$ cat config.mk
export PLATFORM = sky130hd
export DESIGN_NAME = irq_requester
export DESIGN_NICKNAME = d
export VERILOG_FILES = /design/src/rtl/irq_requester.sv
export SDC_FILE = /design/constraint.sdc
export NUM_CORES = 1
export LEC_CHECK = 0
export BUFFER_PORTS_ARGS = -buffer_cell sky130_fd_sc_hd__buf_2
export CAP_MARGIN = 20
export CORE_AREA = 3 3 40 42
export CTS_CLUSTER_SIZE = 8
export DETAILED_ROUTE_END_ITERATION = 8
export DIE_AREA = 0 0 43 45
export PLACE_DENSITY = 0.54
export SETUP_SLACK_MARGIN = 0.1
export SLEW_MARGIN = 20
export SYNTH_ARGS = -nofsm -noshare
export SYNTH_HDL_FRONTEND = slang
export SYNTH_SLANG_ARGS = --single-unit
$ cat constraint.sdc
create_clock -name clk -period 1.3 [get_ports clk]
set_input_delay 0.26 -clock clk [delete_from_list [all_inputs] [get_ports clk]]
set_output_delay 0.26 -clock clk [all_outputs]
set_load 0.1 [all_outputs]
$ cat src/rtl/irq_requester.sv
module irq_requester #(
  parameter int LEVEL = 1,
  parameter logic [7:0] VECTOR = 8'h5A
) (
  input  logic       clk,
  input  logic       rst_n,
  input  logic       need_svc,
  input  logic       dev_en,
  input  logic       sync,
  input  logic [2:0] ack,
  input  logic       grant_in,
  output logic [2:0] irq_req,
  output logic       grant_out,
  output logic [7:0] vec,
  output logic       vec_oe,
  output logic       vec_valid
);

  localparam logic [2:0] OWN_MASK = 3'b001 << (LEVEL - 1);

  logic sync_q;
  logic grant_q;
  logic pending;
  logic qual;
  logic won;

  wire sync_rise  = sync & ~sync_q;
  wire grant_rise = grant_in & ~grant_q;
  wire block      = won | (qual & ~grant_q);
  wire release_v  = won & ~grant_in;

  always_ff @(posedge clk) begin
    if (!rst_n) begin
      sync_q  <= 1'b0;
      grant_q <= 1'b0;
      pending <= 1'b0;
      qual    <= 1'b0;
      won     <= 1'b0;
    end else begin
      sync_q  <= sync;
      grant_q <= grant_in;
      qual    <= pending & ack[LEVEL-1] & ~release_v;
      if (release_v)
        pending <= 1'b0;
      else if (sync_rise && need_svc && dev_en)
        pending <= 1'b1;
      if (release_v)
        won <= 1'b0;
      else if (grant_rise && qual)
        won <= 1'b1;
    end
  end

  assign irq_req   = pending ? OWN_MASK : 3'b000;
  assign grant_out = grant_in & ~block;
  assign vec_oe    = won;
  assign vec_valid = won;
  assign vec       = won ? VECTOR : 8'h00;

endmodule

Word level (Yosys, flattened, before mapping) --
Cells that the tools add are included. W data, S select, Z words.
Cells by class: bitwise operators 14, reduce and logical (&&, ||, !) cells 4, multiplexer cells 2
Operators with widths (number):
- $and A1 B1 Y1 | 7
- $mux W7 | 1
- $not A1 Y1 | 6
- $logic_and A1 B1 Y1 | 3
- $reduce_or A2 Y1 | 1
- $mux W1 | 1
- $or A1 B1 Y1 | 1
Word-level totals: register bits 5, logic and storage cells 25, output and inout port bits 14, bits of input ports 9

Depth between registers and ports, before layout --
Gate-level depths: netlist of run 1.
depth in word-level cells 5, mapped depth 2, mapped depth without buffers 2

Worst setup path before layout of run 1 --
OpenSTA, ideal clock, no wires.
path kind reg2out, from reg won, in the netlist vec_oe, to out grant_out, arrival 3051 ps, buffers on the path 0, required time 1040 ps, cell stages (with the launch flop) 2, slack -2011 ps, path through dfxtp_1 -> nor3b_1
Between the ends: cells in the longest elaborated chain, start to end 3
RTL lines:
- start, declared | RTL line 25 | logic won;
- start signal, assigned | RTL line 38 | won <= 1'b0;
- start signal, assigned | RTL line 48 | won <= 1'b0;
- start signal, assigned | RTL line 50 | won <= 1'b1;
- $or A1 B1 Y1 | RTL line 29 | wire block = won | (qual & ~grant_q);
- $not A1 Y1 | RTL line 55 | assign grant_out = grant_in & ~block;
- $and A1 B1 Y1 | RTL line 55
- end, declared | RTL line 13 | output logic grant_out,
No other way between the ends.

Worst setup path in the final report of run 1 --
from reg qual, to out grant_out
Between the ends: cells in the longest elaborated chain, start to end 4
RTL lines:
- start, declared | RTL line 24 | logic qual;
- start signal, assigned | RTL line 42 | qual <= pending & ack[LEVEL-1] & ~release_v;
- $and A1 B1 Y1 | RTL line 29
- $or A1 B1 Y1 | RTL line 29
- $not A1 Y1 | RTL line 55
- $and A1 B1 Y1 | RTL line 55
No other way between the ends.

==> flow_summary.json, run 1 <==
{
  "layout_commonest_cell": "buf_12",
  "critical_path_class": "reg -> out",
  "num_rows": 13,
  "hold_violations": 0,
  "syn_area_um2": 265,
  "clkTransAtPathRegs_ps": 40,
  "drt_pass1_iterations": 2,
  "drc_errors": 0,
  "comb_power_share_pct": 30.8,
  "power.density_nw_per_um2": 1010,
  "clk_latency_ps": 240,
  "power_switching_uw": 180,
  "fmax_ghz": 0.758,
  "ys_seq_area_share_pct": 37.7,
  "ant_nets": 0,
  "synth_seq_cells": 5,
  "period_share_pct": 101,
  "preCtsSetupSlack_ps": 180,
  "cp_data_arrival_time_ps": 1060,
  "pwr-share-seq_pct": 33.3,
  "htreeDepth": 1,
  "first_global_vias": 179,
  "violations": "setup timing",
  "io_buffer_count": 14,
  "vdd_drop_max_mv": 0.707,
  "slew_violations": 0,
  "cts_tree": "yes",
  "start_kind": "flip-flop",
  "core-area_um2": 1280,
  "grt.total_usage_pct": 5.26,
  "netlist_instances": 27,
  "cts_num_sinks": 5,
  "vias_per_cell": 3.71,
  "synth_cell_types": 12,
  "wire_per_inst_um": 7.71,
  "grt.overflow.total": 0,
  "crit_fanout": 2,
  "vias": 204,
  "antennaDiodeCount": 0,
  "r2r_slack_ps": 290,
  "critPathCaptureType": "output port",
  "cp_data_required_time_ps": 1040,
  "initial_core_util_pct": 20.6,
  "die-area_um2": 1940,
  "internal_power_uw": 305,
  "grt_pass1_wl_um": 717,
  "fin_ws_ps": -18.4,
  "num-nets-final": 50,
  "cts-root-buf": "clkbuf_4",
  "areaGrowthSynthToFinish_pct": 80.7,
  "fin_setup_tns_ps": -18.4,
  "globalplace.congestion": 0.640,
  "drt_iter0_drc": 1,
  "p_clk_share_pct": 35.9,
  "run_status": "finished, violations left",
  "wl_um": 424,
  "syn_area_per_cell_um2": 9.82,
  "hold_buffers": 0,
  "total_power_uw": 485,
  "die_y_um": 45,
  "cts_buffer_depth": 2,
  "antenna_found_initial": 0,
  "fin_worst_hold_slack_ps": 256,
  "hold_class": "in -> reg",
  "setup_violations": 1,
  "swShare_pct": 37.1,
  "cts_buffers": 3,
  "drv_cap": 0,
  "leakagePower_uw": 0.000209,
  "pin_count": 23,
  "ys_warn_count": 0,
  "die_w_um": 43,
  "drive_gt1_share_pct": 57.5,
  "fin_util_pct": 37.3,
  "grt_max_degree": 9,
  "finClkSkew_ps": 2.04,
  "fin_crit_ps": 1320,
  "final_cell_mix": "buf_12 (9), conb_1 (6), buf_2 (6)",
  "rsz0062_at_grt": "yes"
}
## what timing repair did
item / in CTS / in global routing
endpoints found under the hold margin: 0 / 0
resized for setup: 5 / 0
endpoints found under the setup margin: 7 / 7
pin swaps: 1 / 0
setup buffers: 0 / 1
## flip-flops by register name, summed over array words and instances, names as in the netlist
name,cells
grant_q,1
sync_q,1
vec_oe,1
pending,1
qual,1
## logic make-up after synthesis
| family | synth area share [%] |
|---|---|
| compound gates | 11.3 |
| buf+inv | 35.4 |
| flops | 37.7 |
| other cells | 1.41 |
| simple gates | 14.2 |
## power groups by stage
stage | logic [uW] | registers, uW | clock network (uW)
after floorplan | 134 | 163 | 0
after detailed placement | 149 | 163 | 0
final | 149 | 161 | 174
after global routing | 154 | 161 | 202
after global placement | 148 | 163 | 0
after CTS | 150 | 161 | 182
## per-layer routing
metal	part of all wire, %	track usage (%)
met3	22	5.98
met5	0	0
met4	0	1.81
met2	42	7.19
met1	36	5.10
## cells in the mapped netlist
master	number	area share [%]
buf_4	12	34
dfxtp_1	5	38
and2_1	1	2.4
and2_2	1	2.8
and4b_1	1	3.8
conb_1	1	1.4
inv_1	1	1.4
nor2b_1	1	2.4
nor3b_1	1	2.8
o2111a_1	1	4.2
o21a_1	1	2.8
o221a_1	1	4.2
## worst paths after layout
path,start,to,cells after the start
min,sync,sync_q$_SDFF_PN0_,2
max,qual$_SDFF_PN0_,grant_out,3
max reg2reg,vec_oe$_SDFFE_PP0P_,pending$_SDFFE_PP0P_,4
min reg2reg,pending$_SDFFE_PP0P_,qual$_SDFF_PN0_,1
## critical path, stage by stage, from the launching register on
cell     delay (ps)
dfxtp_1         290
nor2b_4         130
nor3b_4         200
buf_12          200
## through the flow
step | cells | area [um2]
4_1_cts | 54 | 472
2_1_floorplan | 32 | 299
3_5_place_dp | 50 | 425
6_report | 55 | 479
5_1_grt | 55 | 479
3_3_place_gp | 50 | 425
## layout make-up
class	instances	area, um2
sequential	5	104
tap	15	18.8
multi-input combinational	14	109
fill	123	806
clock buffer	4	26.3
timing repair buffer	16	218
inverter	1	3.75
(Power assumes the default switching activity.)
==> run 2, diff against run 1 <==
--- a/config.mk
+++ b/config.mk
@@ -5,13 +5,14 @@
 export SDC_FILE = /design/constraint.sdc
 export NUM_CORES = 1
 export LEC_CHECK = 0
+export ABC_AREA = 1
 export BUFFER_PORTS_ARGS = -buffer_cell sky130_fd_sc_hd__buf_2
 export CAP_MARGIN = 20
 export CORE_AREA = 3 3 40 42
 export CTS_CLUSTER_SIZE = 8
 export DETAILED_ROUTE_END_ITERATION = 8
 export DIE_AREA = 0 0 43 45
-export PLACE_DENSITY = 0.54
+export PLACE_DENSITY = 0.55
 export SETUP_SLACK_MARGIN = 0.1
 export SLEW_MARGIN = 20
 export SYNTH_ARGS = -nofsm -noshare
==> flow_summary.json, run 2 <==
{
  "run_status": "finished, final reports clean",
  "cts_buffer_depth": 2,
  "grt_use_met3_pct": 5.58,
  "vias": 228,
  "fin_util_pct": 37.1,
  "hold_buffers": 0,
  "hold_class": "in -> reg",
  "wire_per_inst_um": 6.80,
  "setup_violations": 0,
  "synth_seq_cells": 5,
  "drv_cap": 0,
  "netlist_instances": 38,
  "synthTopCellsByCount": "buf_4 (12), inv_1 (6), nand2_1 (6), dfxtp_1 (5), nand2_2 (3)",
  "globalplace.congestion": 0.588,
  "ys_warn_count": 0,
  "synth-edff-count": 0,
  "wl_um": 442,
  "async_flop_share_pct": 0,
  "leakagePower_uw": 0.000239,
  "synth_area_leader_cell": "dfxtp_1",
  "crit_path_max_incr_delay_ps": 340,
  "num_rows": 13,
  "syn_area_um2": 283,
  "cts_tree": "yes",
  "num-nets-final": 60,
  "cts_num_sinks": 5,
  "vias_per_cell": 3.51,
  "preCtsSetupSlack_ps": 210,
  "final_cell_mix": "buf_12 (9), inv_1 (6), nand2_1 (6), conb_1 (6), buf_2 (6)",
  "grt_max_degree": 8,
  "use_met1_pct": 3.39,
  "fin_ws_ps": 2.53,
  "postCtsSetupBuffers": 0,
  "grt.overflow.total": 0,
  "grt_pass1_wl_um": 669,
  "io_buffer_count": 14,
  "clkTransAtPathRegs_ps": 40,
  "drc_errors": 0,
  "yosysTopAreaCellShare_pct": 35.4,
  "core-area_um2": 1280,
  "crit_fanout": 2,
  "dp_hpwl_um": 393,
  "layout_commonest_cell": "buf_12",
  "worstPathCellList": "a21oi_2 -> and2_4 -> buf_12",
  "fmax_ghz": 0.771,
  "cts_buffers": 3,
  "fin_worst_hold_slack_ps": 215,
  "die-area_um2": 1940,
  "yosysMostFrequentCell": "buf_4",
  "synth_area_leaders": "dfxtp_1 (35%), buf_4 (32%), inv_1 (8.0%)",
  "ant_nets": 0,
  "globalRouteMet2Util_pct": 8.08,
  "slew_violations": 0,
  "finClkSkew_ps": 4.15,
  "critical_path_class": "reg -> out",
  "pin_count": 23,
  "syn_area_per_cell_um2": 7.44,
  "antenna_found_initial": 0,
  "vdd_drop_max_mv": 0.590,
  "antennaDiodeCount": 0,
  "cts-root-buf": "clkbuf_4",
  "period_share_pct": 99.8,
  "drive_gt1_share_pct": 50.0,
  "critPathCaptureType": "output port",
  "total_power_uw": 533,
  "drt_pass1_iterations": 1,
  "die_w_um": 43,
  "grt.busiest_layer": "met2",
  "fill_cells": 127,
  "rsz0062_at_grt": "yes",
  "fin_setup_tns_ps": 0,
  "grt.total_usage_pct": 5.34,
  "initial_core_util_pct": 22.0,
  "hold_violations": 0,
  "clk_latency_ps": 240,
  "fin_crit_ps": 1300,
  "die_y_um": 45,
  "htreeDepth": 1,
  "synthFlopType": "dfxtp_1",
  "cp_data_arrival_time_ps": 1040,
  "cp_data_required_time_ps": 1040,
  "synth_cell_types": 10,
  "worst_path_max_delay_cell": "dfxtp_4",
  "power.density_nw_per_um2": 1120,
  "areaGrowthSynthToFinish_pct": 68.6,
  "drt_iter0_drc": 0,
  "ys_seq_area_share_pct": 35.4,
  "first_global_vias": 196,
  "start_kind": "flip-flop"
}
-- run 2: per-stage QoR --
step | cell area [um2] | std cells
finish | 477 | 65
global route | 477 | 65
CTS | 472 | 65
detailed placement | 434 | 61
global placement | 434 | 61
floorplan | 308 | 43
-- run 2: final cells by class --
class	instances	area [um2]	area share, %
timing repair buffer	15	210	44.1
inverter	6	22.5	4.72
tap	15	18.8	3.94
multi-input combinational	20	95.1	19.9
sequential	5	104	21.8
clock buffer	4	26.3	5.51
-- run 2: layer usage --
layer	part of all wire [%]	wire, um
met2	46	202
met3	22	99
met1	29	129
met5	0	0
met4	2.3	10
-- run 2: final timing paths --
kind / from / to / slack, ps / cells after the start
worst max register to register: vec_oe$_SDFFE_PP0P_ / pending$_SDFFE_PP0P_ / 410 / 6
worst min register to register: pending$_SDFFE_PP0P_ / qual$_SDFF_PN0_ / 490 / 2
worst max-delay path: vec_oe$_SDFFE_PP0P_ / grant_out / 3 / 3
worst min-delay path: sync / sync_q$_SDFF_PN0_ / 210 / 3
-- run 2: worst max-delay path: cells and delay by family, from the launching register on --
| kind | cells | cell delay, ps |
|---|---|---|
| AND/OR/NAND/NOR | 1 | 160 |
| flip-flops | 1 | 340 |
| buffers and inverters | 1 | 160 |
| AO/OA/AOI/OAI | 1 | 120 |
-- run 2: power by group --
part | switching, uW | internal (uW) | total, uW | leakage [uW]
Combinational | 147 | 43.7 | 191 | 0.000182
Clock | 62.2 | 116 | 178 | 0.0000150
Sequential | 4.85 | 160 | 165 | 0.0000419
Total | 214 | 319 | 533 | 0.000239
-- run 2: kinds of logic after synthesis --
kind of cell	after synthesis	synth area share, %
AND/OR/NAND/NOR	13	21.7
buffers and inverters	18	39.8
flip-flops	5	35.4
other	1	1.33
AO/OA/AOI/OAI	1	1.77
-- run 2: repair_timing --
action / CTS / global route
cloned: 0 / 0
resized for setup: 3 / 1
setup endpoints to repair: 7 / 7
